### src/rtl/can_bt_pkg.sv
package can_bt_pkg;
  // raw field widths of the timing word
  localparam int BRP_W  = 8;
  localparam int TS1_W  = 4;
  localparam int TS2_W  = 3;
  localparam int SJW_W  = 2;
  // field positions inside the timing word
  localparam int TS2_LSB    = 0;
  localparam int TS1_LSB    = 3;
  localparam int TRIPLE_BIT = 7;
  localparam int SJW_LSB    = 8;
  localparam int BRP_LSB    = 16;
  // segment lengths in quanta: phase 1 may grow by the jump width
  localparam int TS1_MAX = 1 << TS1_W;
  localparam int SJW_MAX = 1 << SJW_W;
  localparam int LEN_W   = $clog2(TS1_MAX + SJW_MAX + 1);
  // prescaler minus one must reach this for majority voting
  localparam int TRIPLE_MIN_BRP_M1 = 4;

  typedef enum logic [1:0] {
    SEG_IDLE = 2'd0,
    SEG_SYNC = 2'd1,
    SEG_PH1  = 2'd2,
    SEG_PH2  = 2'd3
  } seg_e;

  typedef struct packed {
    logic [BRP_W-1:0] brp_m1;
    logic [LEN_W-1:0] ts1;
    logic [LEN_W-1:0] ts2;
    logic [LEN_W-1:0] sjw;
    logic             triple;
  } timing_t;
endpackage

### src/rtl/can_bt_cfg.sv
module can_bt_cfg
  import can_bt_pkg::*;
#(
  parameter int CFG_W = 32
) (
  input  logic             clk,
  input  logic             rst_n,
  input  logic             cfg_req,
  input  logic             cfg_we,
  input  logic [CFG_W-1:0] cfg_wdata,
  output logic             granted,
  output timing_t          timing
);
  logic             granted_q;
  logic [BRP_W-1:0] brp_q, brp_n;
  logic [TS1_W-1:0] ts1_q, ts1_n;
  logic [TS2_W-1:0] ts2_q, ts2_n;
  logic [SJW_W-1:0] sjw_q, sjw_n;
  logic             tri_q, tri_n;
  logic             wr_en;

  assign wr_en = cfg_we & granted_q;

  always_comb begin
    brp_n = brp_q;
    ts1_n = ts1_q;
    ts2_n = ts2_q;
    sjw_n = sjw_q;
    tri_n = tri_q;
    if (wr_en) begin
      brp_n = cfg_wdata[BRP_LSB +: BRP_W];
      ts1_n = cfg_wdata[TS1_LSB +: TS1_W];
      ts2_n = cfg_wdata[TS2_LSB +: TS2_W];
      sjw_n = cfg_wdata[SJW_LSB +: SJW_W];
      tri_n = cfg_wdata[TRIPLE_BIT];
    end
  end

  always_ff @(posedge clk or negedge rst_n) begin
    if (!rst_n) begin
      granted_q <= 1'b0;
      brp_q     <= '0;
      ts1_q     <= '0;
      ts2_q     <= '0;
      sjw_q     <= '0;
      tri_q     <= 1'b0;
    end else begin
      granted_q <= cfg_req;
      brp_q     <= brp_n;
      ts1_q     <= ts1_n;
      ts2_q     <= ts2_n;
      sjw_q     <= sjw_n;
      tri_q     <= tri_n;
    end
  end

  assign granted       = granted_q;
  assign timing.brp_m1 = brp_q;
  assign timing.ts1    = LEN_W'(ts1_q) + LEN_W'(1);
  assign timing.ts2    = LEN_W'(ts2_q) + LEN_W'(1);
  assign timing.sjw    = LEN_W'(sjw_q) + LEN_W'(1);
  assign timing.triple = tri_q & (brp_q >= BRP_W'(TRIPLE_MIN_BRP_M1));
endmodule

### src/rtl/can_bt_presc.sv
module can_bt_presc
  import can_bt_pkg::*;
(
  input  logic             clk,
  input  logic             rst_n,
  input  logic             run,
  input  logic [BRP_W-1:0] brp_m1,
  output logic             tick
);
  logic [BRP_W-1:0] cnt_q, cnt_n;
  logic             wrap;

  assign wrap = (cnt_q == brp_m1);

  always_comb begin
    if (!run)      cnt_n = '0;
    else if (wrap) cnt_n = '0;
    else           cnt_n = cnt_q + BRP_W'(1);
  end

  always_ff @(posedge clk or negedge rst_n) begin
    if (!rst_n) cnt_q <= '0;
    else        cnt_q <= cnt_n;
  end

  assign tick = run & wrap;
endmodule

### src/rtl/can_bt_seq.sv
module can_bt_seq
  import can_bt_pkg::*;
(
  input  logic    clk,
  input  logic    rst_n,
  input  logic    hold,
  input  logic    tick,
  input  logic    rx_in,
  input  timing_t timing,
  output logic    run,
  output logic    sample_pt,
  output logic    bit_end
);
  seg_e             seg_q, seg_n;
  logic [LEN_W-1:0] qc_q, qc_n;
  logic [LEN_W-1:0] len_q, len_n;
  logic             used_q, used_n;
  logic             prev_q;

  logic             fall, take, last;
  logic [LEN_W-1:0] late_err, ext, rem, shr, len_eff;

  assign fall     = prev_q & ~rx_in;
  assign take     = fall & ~used_q & (seg_q != SEG_IDLE);
  assign late_err = qc_q + LEN_W'(1);
  assign ext      = (late_err < timing.sjw) ? late_err : timing.sjw;
  assign rem      = len_q - LEN_W'(1) - qc_q;
  assign shr      = (rem < timing.sjw) ? rem : timing.sjw;

  always_comb begin
    len_eff = len_q;
    if (take && seg_q == SEG_PH1) len_eff = len_q + ext;
    if (take && seg_q == SEG_PH2) len_eff = len_q - shr;
  end

  assign last = (qc_q == len_eff - LEN_W'(1));

  always_comb begin
    seg_n  = seg_q;
    qc_n   = qc_q;
    len_n  = len_q;
    used_n = used_q;
    if (hold) begin
      seg_n  = SEG_IDLE;
      qc_n   = '0;
      len_n  = LEN_W'(1);
      used_n = 1'b0;
    end else if (seg_q == SEG_IDLE) begin
      if (fall) begin
        seg_n  = SEG_SYNC;
        qc_n   = '0;
        len_n  = LEN_W'(1);
        used_n = 1'b1;
      end
    end else begin
      used_n = used_q | take;
      len_n  = len_eff;
      if (tick) begin
        if (last) begin
          qc_n = '0;
          unique case (seg_q)
            SEG_SYNC: begin
              seg_n = SEG_PH1;
              len_n = timing.ts1;
            end
            SEG_PH1: begin
              seg_n = SEG_PH2;
              len_n = timing.ts2;
            end
            default: begin
              seg_n  = SEG_SYNC;
              len_n  = LEN_W'(1);
              used_n = 1'b0;
            end
          endcase
        end else begin
          qc_n = qc_q + LEN_W'(1);
        end
      end
    end
  end

  always_ff @(posedge clk or negedge rst_n) begin
    if (!rst_n) begin
      seg_q  <= SEG_IDLE;
      qc_q   <= '0;
      len_q  <= LEN_W'(1);
      used_q <= 1'b0;
      prev_q <= 1'b1;
    end else begin
      seg_q  <= seg_n;
      qc_q   <= qc_n;
      len_q  <= len_n;
      used_q <= used_n;
      prev_q <= rx_in;
    end
  end

  assign run       = (seg_q != SEG_IDLE);
  assign sample_pt = tick & (seg_q == SEG_PH1) & last;
  assign bit_end   = tick & (seg_q == SEG_PH2) & last;
endmodule

### src/rtl/can_bt_sampler.sv
module can_bt_sampler #(
  parameter bit EN_TRIPLE = 1'b1
) (
  input  logic clk,
  input  logic rst_n,
  input  logic tick,
  input  logic sample_pt,
  input  logic triple,
  input  logic rx_in,
  output logic rx_bit
);
  logic [1:0] hist_q, hist_n;
  logic       bit_q, bit_n;
  logic       picked;

  generate
    if (EN_TRIPLE) begin : g_vote
      logic vote;
      assign vote   = (hist_q[1] & hist_q[0]) | (hist_q[1] & rx_in) | (hist_q[0] & rx_in);
      assign picked = triple ? vote : rx_in;
    end else begin : g_single
      assign picked = rx_in;
    end
  endgenerate

  always_comb begin
    hist_n = tick ? {hist_q[0], rx_in} : hist_q;
    bit_n  = sample_pt ? picked : bit_q;
  end

  always_ff @(posedge clk or negedge rst_n) begin
    if (!rst_n) begin
      hist_q <= 2'b11;
      bit_q  <= 1'b1;
    end else begin
      hist_q <= hist_n;
      bit_q  <= bit_n;
    end
  end

  assign rx_bit = bit_q;
endmodule

### src/rtl/can_bit_timer.sv
module can_bit_timer
  import can_bt_pkg::*;
#(
  parameter int CFG_W = 32
) (
  input  logic             clk,
  input  logic             rst_n,
  input  logic             cfg_req,
  input  logic             cfg_we,
  input  logic [CFG_W-1:0] cfg_wdata,
  input  logic             rx_in,
  output logic             cfg_granted,
  output logic             tq_tick,
  output logic             sample_stb,
  output logic             tx_stb,
  output logic             rx_bit
);
  logic    rst_meta_q, rst_sync_n;
  timing_t timing;
  logic    granted, run, tick, sample_pt, bit_end;

  // asynchronous assertion, synchronous release
  always_ff @(posedge clk or negedge rst_n) begin
    if (!rst_n) begin
      rst_meta_q <= 1'b0;
      rst_sync_n <= 1'b0;
    end else begin
      rst_meta_q <= 1'b1;
      rst_sync_n <= rst_meta_q;
    end
  end

  can_bt_cfg #(.CFG_W(CFG_W)) u_cfg (
    .clk       (clk),
    .rst_n     (rst_sync_n),
    .cfg_req   (cfg_req),
    .cfg_we    (cfg_we),
    .cfg_wdata (cfg_wdata),
    .granted   (granted),
    .timing    (timing)
  );

  can_bt_presc u_presc (
    .clk    (clk),
    .rst_n  (rst_sync_n),
    .run    (run),
    .brp_m1 (timing.brp_m1),
    .tick   (tick)
  );

  can_bt_seq u_seq (
    .clk       (clk),
    .rst_n     (rst_sync_n),
    .hold      (granted),
    .tick      (tick),
    .rx_in     (rx_in),
    .timing    (timing),
    .run       (run),
    .sample_pt (sample_pt),
    .bit_end   (bit_end)
  );

  can_bt_sampler #(.EN_TRIPLE(1'b1)) u_smp (
    .clk       (clk),
    .rst_n     (rst_sync_n),
    .tick      (tick),
    .sample_pt (sample_pt),
    .triple    (timing.triple),
    .rx_in     (rx_in),
    .rx_bit    (rx_bit)
  );

  assign cfg_granted = granted;
  assign tq_tick     = tick;
  assign sample_stb  = sample_pt;
  assign tx_stb      = bit_end;
endmodule

### config.mk
export PLATFORM = sky130hd
export DESIGN_NAME = can_bit_timer
export DESIGN_NICKNAME = d
export VERILOG_FILES = /design/src/rtl/can_bt_pkg.sv /design/src/rtl/can_bt_cfg.sv /design/src/rtl/can_bt_presc.sv /design/src/rtl/can_bt_seq.sv /design/src/rtl/can_bt_sampler.sv /design/src/rtl/can_bit_timer.sv
export SDC_FILE = /design/constraint.sdc
export NUM_CORES = 1
export LEC_CHECK = 0
export CORE_UTILIZATION = 50
export CTS_CLUSTER_DIAMETER = 200
export DETAILED_ROUTE_END_ITERATION = 16
export PLACE_DENSITY = 0.76
export REMOVE_ABC_BUFFERS = 1
export SLEW_MARGIN = 20
export SYNTH_ARGS = -nofsm -noshare
export SYNTH_HDL_FRONTEND = slang
export SYNTH_SLANG_ARGS = --single-unit
### constraint.sdc
create_clock -name clk -period 5.1 [get_ports clk]
set_clock_uncertainty 0.05 [all_clocks]
set_input_delay 0.51 -clock clk [delete_from_list [all_inputs] [get_ports clk]]
set_output_delay 0.51 -clock clk [all_outputs]
set_load 0.01 [all_outputs]
==> metrics.cfg <==
[timing]
tightest_slew_ns=0.962
timing.final.ws_setup_ns=-0.493
maxSlewViolCount=0
clock.fmax_mhz=179
rsz0062_at_grt=yes
setup-violations-final=8
finalCriticalPeriod_ns=5.59
period_share_pct=110
hold_viol_final=0
relSlewSlack_pct=35.8

[synth]
netlist_area_mm2=0.00322
ys_ff_latch=46
synth.area.mux_share_pct=8.23
yosys_warnings=0
synthXorXnorAreaFrac_pct=9.12
synth_cell_types=59
synth_edf_count=0
synth_adder_area_share_pct=12.0
syn_inst=328
syn_area_per_cell_um2=9.83
synth_top_family_by_area=simple AND/OR/NAND/NOR gates
synth_compound_area_share_pct=13.6
yosys.area_share.simple_pct=16.9
synth-seq-area-share_pct=35.9
async_flop_share_pct=100
yosys_most_used_dff=dfrtp_1

[place]
placed_cells=468
portBuffers=27
gp_congestion=0.879
post-dp-hpwl_um=5770

[pwr]
p_switching_uw=638
peakVddDrop_v=0.000305
powerDensity_mw_per_mm2=381
clock_power_share_pct=13.7
p_leak_uw=0.00191
comb_power_share_pct=56.8
power.internal_uw=976
swShare_pct=39.5
seqPwrFrac_pct=29.5

[clock_network]
cts_tree=yes
cts_max_path_buffers=2
path_clk_slew_ns=0.09
h-tree-depth=2
cts.sinks=46
worst_skew_pair.late_latency_ns=0.30
numCtsBuffers=5
clock-root-buffer=clkbuf_8

[floorplan]
num_rows=28
pin_count=42
die_area_mm2=0.00677
chipWidth_um=82.3
initial_core_util_pct=53.2
core_area_mm2=0.00606
die_h_um=82.3

[finish]
syn_to_final_growth_pct=31.4
fin_cells=482
postLayoutCoreUtil_pct=69.9
diodes=0
fin_nets=472
fillers=448
drive_gt1_share_pct=32.2

[setup_path]
arrival_ns=5.03
cp_slowest_stage_delay_ns=0.57
crit_type=flip-flop to primary output
crit_top_cell=nand2_1
end_kind=primary output
worstPathCellList=ha_4, fa_2, ha_4, o21ai_2, nand2b_1, a211oi_4, o21ai_1, ha_2, fa_1, nand2_1, nand2_1, nand2_1, o21ai_2, ha_2, buf_6, xor2_2, xnor2_1, or4b_4, a311oi_4, buf_4, and2_4, buf_6
cp_data_required_time_ns=4.54
cp_max_fo=4
critPathLaunchType=flip-flop
worst_path_max_delay_cell=dfstp_2

[detailed_routing]
drtIter0Drc=164
ant_nets=0
vias=2758
first_pass_iters=4
routed_via_density=5.72
routed_wl_um=8040
drc=0
routedWlPerCell_um=16.7

[grt]
met1_usage_pct=31.4
grt_pass1_wl_um=12900
grt_use_met3_pct=3.63
grt_remaining_overflow=0
antenna_found_initial=0
grt-busiest-layer=met2
grt_pass1_vias=2843
grt.total_usage_pct=26.0
grt_max_degree=45
met2_usage_pct=46.4

[outcome]
status=complete, but fails checks
violations=negative setup slack

[worst_hold_path]
hp-class=input port to asynchronous set/reset pin

[run]
drv_cap=0

[sequential cells by signal, indices dropped and copies added, names as in the netlist]
name and flops:
u_seq.qc_q 5, u_cfg.ts2_q 3, u_cfg.ts1_q 4, u_smp.hist_q 2, u_cfg.sjw_q 2, u_cfg.tri_q 1
rst_sync_n 1, u_cfg.granted 1, u_presc.cnt_q 8, u_cfg.brp_q 8, u_seq.used_q 1, u_seq.seg_q 2
u_seq.len_q 5, u_seq.prev_q 1, rst_meta_q 1, u_smp.rx_bit 1
[per-stage QoR]
stage / cell area [µm²] / worst slack (ns) / hold WS, ns / power (µW) / setup TNS, ns
after CTS: 4150 / -0.457 / 0.299 / 1570 / -0.815
after detailed placement: 3910 / -0.763 / 0.289 / 1260 / -2.50
after global placement: 3910 / -0.647 / 0.292 / 1230 / -1.38
after floorplan: 3170 / -0.519 / 0.164 / 954 / -2.05
after global routing: 4240 / -0.676 / 0.307 / 1730 / -4.34
final: 4240 / -0.493 / 0.303 / 1610 / -1.64
[cell type report]
class | count | area [µm²] | share of cell area (%)
Tap cell | 75 | 93.8 | 2.22
Multi-Input combinational cell | 251 | 2110 | 49.9
Sequential cell | 46 | 1160 | 27.3
Timing Repair Buffer | 82 | 708 | 16.7
Inverter | 20 | 75.1 | 1.77
Clock inverter | 2 | 13.8 | 0.325
Clock buffer | 6 | 72.6 | 1.71
[worst max-delay path: cells and delay by family, from the launching register on]
family / cells / cell delay (ns)
xor+xnor: 2 / 0.23
buf+inv: 3 / 0.37
compound gates: 5 / 0.76
flops: 1 / 0.57
fa+ha+maj: 6 / 1.83
simple gates: 6 / 0.96
[final timing paths]
check	startpoint	endpoint	slack (ns)	cells after the start
hold reg to reg	rst_meta_q$_DFF_PN0_	rst_sync_n$_DFF_PN0_	0.31	0
setup / recovery	u_seq.len_q[0]$_DFFE_PN1P_	tx_stb	-0.49	22
setup reg to reg	u_seq.len_q[0]$_DFFE_PN1P_	u_seq.len_q[4]$_DFFE_PN0P_	-0.16	25
hold / removal	rst_n	rst_meta_q$_DFF_PN0_	0.30	1
min in group clk	rst_meta_q$_DFF_PN0_	rst_sync_n$_DFF_PN0_	0.31	0
max in group asynchronous	rst_sync_n$_DFF_PN0_	u_cfg.ts1_q[1]$_DFFE_PN0P_	4.01	0
[synth_stat cells, types with 3 or more instances]
| library cell | n | area, µm² |
|---|---|---|
| xnor2_1 | 12 | 105 |
| nor2_1 | 22 | 82.6 |
| fa_1 | 3 | 60.1 |
| ha_1 | 26 | 325 |
| nand4_1 | 6 | 37.5 |
| o21ai_0 | 16 | 80.1 |
| nor3b_1 | 3 | 22.5 |
| mux2i_1 | 4 | 40.0 |
| xor2_1 | 19 | 166 |
| dfstp_2 | 5 | 131 |
| nand2b_1 | 9 | 56.3 |
| a21oi_1 | 10 | 50.1 |
| a211oi_1 | 5 | 37.5 |
| nand3_1 | 12 | 60.1 |
| inv_1 | 20 | 75.1 |
| a21o_1 | 5 | 37.5 |
| nor2b_1 | 4 | 25.0 |
| nand3b_1 | 3 | 22.5 |
| clkbuf_1 | 9 | 33.8 |
| and3_1 | 3 | 18.8 |
| nor3_1 | 4 | 20.0 |
| nand2_1 | 21 | 78.8 |
| dfrtp_1 | 41 | 1030 |
| mux2_2 | 19 | 214 |
[kinds of logic (layout without fill, tap and decap cells)]
kind of cell               after synthesis  count (layout)
other                                    2               3
and+or+nand+nor                        103             103
adders and majority gates               29              29
xor gates and xnor gates                32              32
muxes                                   24              24
buffers and inverters                   32             110
DFF                                     46              46
AOI/OAI and AO/OA                       60              60
[routing by layer]
| layer | vias up | wire [µm] |
|---|---|---|
| li1 | 1306 | - |
| met1 | 1332 | 3470 |
| met2 | 90 | 3980 |
| met3 | 30 | 333 |
| met4 | 0 | 258 |
| met5 | - | 0 |
[placed cells by master (no fill, tap or decap), types with 3 or more instances in the layout]
| cell type | netlist | final |
|---|---|---|
| nor2b_1 | 4 | 4 |
| o21ai_2 | 0 | 5 |
| nand4_1 | 6 | 6 |
| conb_1 | 2 | 3 |
| xor2_1 | 19 | 16 |
| o21ai_0 | 16 | 10 |
| nand3_1 | 12 | 12 |
| nor3b_1 | 3 | 3 |
| dfrtp_1 | 41 | 40 |
| xor2_2 | 0 | 3 |
| a211oi_2 | 0 | 4 |
| and3_1 | 3 | 3 |
| mux2i_1 | 4 | 3 |
| nand2b_1 | 9 | 8 |
| a21o_1 | 5 | 5 |
| dfstp_2 | 5 | 5 |
| mux2_2 | 19 | 19 |
| xnor2_1 | 12 | 12 |
| clkdlybuf4s50_1 | 0 | 25 |
| nor2_1 | 22 | 21 |
| nor3_1 | 4 | 4 |
| ha_1 | 26 | 21 |
| nand3b_1 | 3 | 3 |
| inv_1 | 20 | 18 |
| clkbuf_8 | 0 | 5 |
| ha_2 | 0 | 3 |
| a21oi_1 | 10 | 9 |
| nand2_1 | 21 | 20 |
| buf_6 | 1 | 8 |
| buf_4 | 0 | 49 |
[power by group through the flow]
stage	registers, µW	logic (µW)	clock network, µW
global route	484	1010	241
CTS	475	860	230
floorplan	470	484	0
global placement	477	752	0
finish	476	917	221
detailed placement	482	775	0
[what timing repair did]
item / CTS / global route
buffers inserted: 7 / 3
hold buffers: 0 / 0
gates resized for setup: 35 / 25
hold endpoints to repair: 0 / 0
pin swaps: 15 / 26
endpoints found under the setup margin: 15 / 16
No activity file was read; power rests on OpenSTA's default activity.
